### src/rtl/prg_pkg.sv
package prg_pkg;
  localparam int PRESC_W  = 15;
  localparam int CODE_W   = 4;
  localparam int BASE_W   = 3;
  localparam logic [BASE_W-1:0] BASE_RUN = 3'b010;

  // number of low prescaler bits that must be all ones for an event
  function automatic int unsigned span_of(input logic [CODE_W-1:0] code);
    if (code == '0) return 0;
    else if (code == {CODE_W{1'b1}}) return PRESC_W;
    else return int'(code) - 1;
  endfunction

  function automatic logic [PRESC_W-1:0] mask_of(input int unsigned span);
    logic [PRESC_W-1:0] m;
    for (int i = 0; i < PRESC_W; i++) m[i] = (i < span);
    return m;
  endfunction
endpackage

### src/rtl/prg_cfg_regs.sv
module prg_cfg_regs #(
  parameter int CODE_W = 4,
  parameter int BASE_W = 3
) (
  input  logic              clk,
  input  logic              rst_n,
  input  logic              cfg_wr,
  input  logic [CODE_W-1:0] cfg_rate,
  input  logic [BASE_W-1:0] cfg_base,
  input  logic              en_wr,
  input  logic              en_data,
  output logic [CODE_W-1:0] rate_q,
  output logic [BASE_W-1:0] base_q,
  output logic              en_q
);
  always_ff @(posedge clk) begin
    if (!rst_n) begin
      rate_q <= '0;
      base_q <= '0;
    end else if (cfg_wr) begin
      rate_q <= cfg_rate;
      base_q <= cfg_base;
    end
  end

  always_ff @(posedge clk) begin
    if (!rst_n)     en_q <= 1'b0;
    else if (en_wr) en_q <= en_data;
  end
endmodule

### src/rtl/prg_prescaler.sv
module prg_prescaler #(
  parameter int PRESC_W = 15,
  parameter int CODE_W  = 4
) (
  input  logic               clk,
  input  logic               rst_n,
  input  logic               run,
  input  logic               restart,
  input  logic               tick,
  input  logic [CODE_W-1:0]  code,
  output logic [PRESC_W-1:0] cnt,
  output logic               evt
);
  import prg_pkg::*;
  logic [PRESC_W-1:0] sel_mask;

  always_comb begin
    sel_mask = mask_of(span_of(code));
    evt = run && tick && !restart && ((cnt & sel_mask) == sel_mask);
  end

  always_ff @(posedge clk) begin
    if (!rst_n || restart || !run) cnt <= '0;
    else if (tick)                 cnt <= cnt + 1'b1;
  end
endmodule

### src/rtl/prg_flag.sv
module prg_flag (
  input  logic clk,
  input  logic rst_n,
  input  logic evt,
  input  logic clr,
  output logic flag
);
  always_ff @(posedge clk) begin
    if (!rst_n)   flag <= 1'b0;
    else if (evt) flag <= 1'b1;
    else if (clr) flag <= 1'b0;
  end
endmodule

### src/rtl/periodic_rate_gen.sv
module periodic_rate_gen #(
  parameter int PRESC_W = prg_pkg::PRESC_W,
  parameter int CODE_W  = prg_pkg::CODE_W,
  parameter int BASE_W  = prg_pkg::BASE_W
) (
  input  logic              clk,
  input  logic              rst_n,
  input  logic              ref_tick,
  input  logic              cfg_wr,
  input  logic [CODE_W-1:0] cfg_rate,
  input  logic [BASE_W-1:0] cfg_base,
  input  logic              en_wr,
  input  logic              en_data,
  input  logic              flag_clr,
  output logic              per_flag,
  output logic              per_irq,
  output logic [CODE_W-1:0] rate_o,
  output logic [BASE_W-1:0] base_o,
  output logic              en_o
);
  import prg_pkg::*;

  logic               div_run;
  logic               evt_w;
  logic [PRESC_W-1:0] presc_w;

  prg_cfg_regs #(.CODE_W(CODE_W), .BASE_W(BASE_W)) u_regs (
    .clk(clk), .rst_n(rst_n), .cfg_wr(cfg_wr), .cfg_rate(cfg_rate),
    .cfg_base(cfg_base), .en_wr(en_wr), .en_data(en_data),
    .rate_q(rate_o), .base_q(base_o), .en_q(en_o)
  );

  assign div_run = (base_o == BASE_RUN) && (rate_o != '0);

  prg_prescaler #(.PRESC_W(PRESC_W), .CODE_W(CODE_W)) u_presc (
    .clk(clk), .rst_n(rst_n), .run(div_run), .restart(cfg_wr),
    .tick(ref_tick), .code(rate_o), .cnt(presc_w), .evt(evt_w)
  );

  prg_flag u_flag (
    .clk(clk), .rst_n(rst_n), .evt(evt_w), .clr(flag_clr), .flag(per_flag)
  );

  assign per_irq = per_flag & en_o;
endmodule

### config.mk
export PLATFORM = sky130hd
export DESIGN_NAME = periodic_rate_gen
export DESIGN_NICKNAME = d
export VERILOG_FILES = /design/src/rtl/prg_pkg.sv /design/src/rtl/prg_cfg_regs.sv /design/src/rtl/prg_prescaler.sv /design/src/rtl/prg_flag.sv /design/src/rtl/periodic_rate_gen.sv
export SDC_FILE = /design/constraint.sdc
export NUM_CORES = 1
export LEC_CHECK = 0
export CAP_MARGIN = 20
export CORE_ASPECT_RATIO = 0.9
export CORE_MARGIN = 5
export CORE_UTILIZATION = 28
export CTS_CLUSTER_DIAMETER = 200
export DETAILED_ROUTE_END_ITERATION = 10
export PLACE_DENSITY = 0.51
export SLEW_MARGIN = 20
export SYNTH_ARGS = -nofsm -noshare
export SYNTH_HDL_FRONTEND = slang
export SYNTH_SLANG_ARGS = --single-unit
### constraint.sdc
create_clock -name clk -period 1.7 [get_ports clk]
set_input_delay 0.425 -clock clk [delete_from_list [all_inputs] [get_ports clk]]
set_output_delay 0.425 -clock clk [all_outputs]
set_load 0.005 [all_outputs]
### Yosys cells after proc, flatten, opt, wreduce, memory -nomap -nowiden

Index checks and enable logic that the tools add are counted.
Widths: inputs -> output; s select.

* word-level logic and storage cells: 43
* bits in registers: 24
* output and inout port bits: 10
* input port bits: 14

* reductions and logical operators: 12
* add/subtract/negate cells: 2
* equality and inequality tests: 3
* bitwise logic cells: 2
* muxes and demuxes: 4
* magnitude comparators: 15

Operators by type and width (count)
* $lt 4x32->1 const A: 7
* $lt 3x32->1 const A: 4
* $lt 1x32->1 const A: 2
* $lt 2x32->1 const A: 2
* $mux 32: 2
* $add 15x1->15 const B: 1
* $and 15x15->15: 1
* $eq 15x15->1: 1
* $sub 4x1->5 const B: 1
* $eq 4x4->1 const B: 1
* $logic_and 1x1->1: 4
* $logic_not 4->1: 1
* $reduce_bool 4->1: 1
* $eq 3x2->1 const B: 1
* $logic_not 1->1: 3
* $logic_or 1x1->1: 2
* $mux 1: 2
* $reduce_bool 2->1: 1
* $and 1x1->1: 1

### Depth between registers and ports, before layout

* word-level depth: 8
* mapped depth: 6
* mapped depth without buffers: 6

### Hierarchy

Synthesis repeated with hierarchy kept, for this count alone.

* cell total of the unflattened synthesis: 150
* area, all modules: 1346.3 µm²

Modules (own cells, without submodules)
* prg_prescaler: times used 1, seq. area each 300.3 µm², area each 982.2 µm², cells each 119
* prg_cfg_regs: times used 1, seq. area each 160.2 µm², area each 301.5 µm², cells each 25
* prg_flag: times used 1, seq. area each 20.0 µm², area each 41.3 µm², cells each 3
* periodic_rate_gen: times used 1, seq. area each 0.0 µm², area each 21.3 µm², cells each 3

### Least setup slack after synthesis

No wires, ideal clock.

* path kind: input to register
* start: in ref_tick
* end: reg u_presc.cnt[11]
* required time: 1628 ps
* setup time: 72 ps
* cell stages on the path: 5
* data arrival time: 1473 ps
* path slack: 155 ps
* path buffers: 1
* cells stage by stage: buf_4 > nand4_2 > or3_4 > or3_1 > a21oi_1

RTL lines
* start: declaration: line periodic_rate_gen.sv:8 `input logic ref_tick,`
* end signal: assignment: line prg_prescaler.sv:24 `else if (tick) cnt <= cnt + 1'b1;`
* end: declaration: line prg_prescaler.sv:11 `output logic [PRESC_W-1:0] cnt,`

### Worst setup path after layout

* start: reg u_flag.flag
* end: out per_irq

* cells in the longest elaborated chain, start to end: 1

RTL lines
* start: declaration: line prg_flag.sv:6 `output logic flag`
* start signal: assignment: line prg_flag.sv:9 `if (!rst_n) flag <= 1'b0;`
* start signal: assignment: line prg_flag.sv:10 `else if (evt) flag <= 1'b1;`
* start signal: assignment: line prg_flag.sv:11 `else if (clr) flag <= 1'b0;`
* $and 1x1->1: line periodic_rate_gen.sv:44 `assign per_irq = per_flag & en_o;`
* end: declaration: line periodic_rate_gen.sv:16 `output logic per_irq,`

No other way between the ends.

==> flow_summary.toml <==
[cts]
clkSlewWorstSetupHoldPaths_ps = 80
clockRootBuffer = "sky130_fd_sc_hd__clkbuf_8"
cts.sink_count = 24
setup_fix_bufs_post_cts = 0
cts_inserted_buffers = 3
clock_latency_ps = 270
maximum_number_of_buffers_from_clock_root_to_sink = 2
cts_tree = "built"
h-tree-depth = 1

[die]
full_die_area_mm2 = 0.00569
core_mm2 = 0.00410
floorplan.initialDensity_pct = 29.2
pin_count = 24
rows = 22
die_width_um = 79.0
chipHeight_um = 72.1

[finish]
most_used_cells_in_the_layout_excluding_fill_and_tap_cells = "sky130_fd_sc_hd__clkdlybuf4s50_1, sky130_fd_sc_hd__nor2_1, sky130_fd_sc_hd__dfxtp_1, sky130_fd_sc_hd__nor2b_1, sky130_fd_sc_hd__buf_4"
syn_to_final_growth_pct = 33.7
post_route_cells_drive_above_1_share_pct = 15.2
layout.cells.most_common = "sky130_fd_sc_hd__clkdlybuf4s50_1"
nets = 187
fin_util_pct = 39.1
antenna_cells_inserted = 0

[setup_path]
cpPeakStageDelay_ps = 490
critPathKind = "flop to output pin"
critPathMaxFanout = 3
cp-start-kind = "flop"
critical-path-slowest-cell = "sky130_fd_sc_hd__clkdlybuf4s50_1"
critical_path_required_ps = 1270
worst-path-buf-inv = 1
cp_top_family = "buffers and inverters"
arrival_ps = 1210
cp_cell_sequence = "and2_1 -> clkdlybuf4s50_1"
worst_setup_path_end_kind = "output pin"

[routing]
dr.pass1.iters = 4
post_drt_via_cell_ratio = 4.77
drt.antenna.violating_nets = 0
vias = 1045
wire_length_after_detailed_routing_um = 2740
mean_routed_wirelength_per_cell_um = 12.5
drc = 0
dr.first_iter.drc_count = 86

[global_route]
first_global_vias = 1052
globalRouteOverflowTotal = 0
grt_pass1_wl_um = 4850
track_usage_pct = 10.6
grt_antenna_before_repair = 0
grt_max_degree = 16

[synth]
number_of_warning_messages_in_the_yosys_log = 0
seq_area_frac_synth_pct = 40.1
postSynth.asyncResetShare_pct = 0
synthesis.nets = 157
postSynthRegisterBits = 24
synthCells = 142
synth_top_area_share_pct = 40.1
netlist_top_cells_area = "sky130_fd_sc_hd__dfxtp_1, sky130_fd_sc_hd__mux2i_1, sky130_fd_sc_hd__nor2_1"
synth.cell_area_mm2 = 0.00120
synth_cell_types = 32
number_of_flops_mapped_to_enable_cells_by_yosys = 0
most_used_flip_flop_cell_after_synthesis = "sky130_fd_sc_hd__dfxtp_1"
syn_area_per_cell_um2 = 8.44
netlist.top_cell.by_area = "sky130_fd_sc_hd__dfxtp_1"

[timing]
final.setup.tns_ps = 0
hold_slack_ps = 502
max-slew-margin-rel_pct = 73.0
clock.fmax_ghz = 0.611
setup_violations = 0
final.min_clock_period_ps = 1640
slew_viol_final = 0
hold_violations = 0
fin_worst_skew_ps = 2.44
rsz0062_at_grt = "false"
final_worst_path_cycle_share_pct = 96.3
worst_pin_slew_ps = 395

[power]
leakagePower_nw = 0.586
p_clk_share_pct = 35.2
switching_power_mw = 0.245
power.density_cell_area_mw_per_mm2 = 690
internal-power_mw = 0.860
sw_frac_of_total_pct = 22.2
p_seq_share_pct = 53.4
power.share.combinational_pct = 11.4
max-vdd-ir-drop_v = 0.000386

[job]
maxCapViolCount = 0

[status]
outcome = "finished clean"

[placement]
gp_routability_congestion = 0.795
i_o_buffers = 23
hpwl_um = 2130

[hold_path]
holdCritPathClass = "flop to flop"
==> registers in the layout, summed over array words and instances (netlist names) <==
name and flops:
u_regs.base_q 3, u_regs.en_q 1, u_presc.cnt 15, u_flag.flag 1
u_regs.rate_q 4
==> worst min-delay path: stages, from the launching register on <==
cell and delay [ps]:
sky130_fd_sc_hd__dfxtp_2 330, sky130_fd_sc_hd__nand3b_1 80, sky130_fd_sc_hd__o21ai_1 60
==> cells by family (layout without fill, tap and decap cells) <==
family	count (synthesis)	count (layout)	synth area share, %
AO/OA/AOI/OAI	25	25	12.5
XOR/XNOR	11	11	8.04
adder cells (fa/ha/maj)	1	1	1.04
buffers and inverters	11	40	3.97
flip-flops	24	24	40.1
multiplexers	8	8	6.68
AND/OR/NAND/NOR	62	62	27.7
==> final cells by class <==
class	instances	area [µm²]
fill	416	2500
multi-input combinational	107	676
sequential	24	497
timing repair buffer	33	304
tap	48	60.1
clock buffer	4	55.1
inverter	3	11.3
==> routing by layer <==
metal  global-route usage, %  part of all wire [%]  vias up
li1                        -                     -      546
met1                    14.2                    49      480
met2                    16.7                    46       17
met3                    3.10                   4.0        2
met4                    2.67                  0.84        0
met5                       0                     0        -
==> cells in the mapped netlist (3+ instances only) <==
library cell / number
sky130_fd_sc_hd__xnor2_1: 3
sky130_fd_sc_hd__nor2_1: 21
sky130_fd_sc_hd__xor2_1: 8
sky130_fd_sc_hd__o21ai_0: 7
sky130_fd_sc_hd__inv_1: 3
sky130_fd_sc_hd__or3_1: 3
sky130_fd_sc_hd__nand4_1: 3
sky130_fd_sc_hd__dfxtp_1: 24
sky130_fd_sc_hd__a21oi_1: 9
sky130_fd_sc_hd__mux2i_1: 8
sky130_fd_sc_hd__clkbuf_1: 5
sky130_fd_sc_hd__nor2b_1: 12
sky130_fd_sc_hd__nand3_1: 3
sky130_fd_sc_hd__nand2_1: 9
==> per-stage QoR <==
| step | instance area, µm² | power (mW) | setup slack (ps) | instances |
|---|---|---|---|---|
| finish | 1600 | 1.11 | 62.4 | 219 |
| global route | 1600 | 1.16 | 13.3 | 219 |
| CTS | 1590 | 1.12 | 11.1 | 219 |
| detailed placement | 1530 | 0.732 | -313 | 215 |
| global placement | 1530 | 0.729 | -262 | 215 |
| floorplan | 1200 | 0.663 | 155 | 142 |
==> final timing paths <==
kind,from,slack [ps],to,cells past startpoint
worst max-delay path,u_flag.flag$_SDFFE_PN0P_,60,per_irq,2
worst min-delay path,u_flag.flag$_SDFFE_PN0P_,500,u_flag.flag$_SDFFE_PN0P_,2
worst max register to register,u_presc.cnt[4]$_SDFFE_PP0P_,150,u_presc.cnt[11]$_SDFFE_PP0P_,4
worst min register to register,u_flag.flag$_SDFFE_PN0P_,500,u_flag.flag$_SDFFE_PN0P_,2
==> power groups by stage <==
stage               registers [mW]  logic, mW  clock network, mW
floorplan                    0.594     0.0685                  0
global placement             0.604      0.124                  0
detailed placement           0.604      0.127                  0
CTS                          0.592      0.127              0.406
global route                 0.593      0.139              0.427
finish                       0.590      0.126              0.389
==> what timing repair did <==
item | in CTS | in global routing
resized for setup | 6 | 6
endpoints found under the hold margin | 0 | 0
setup endpoints to repair | 6 | 5
hold buffers | 0 | 0
(Power assumes the default switching activity.)
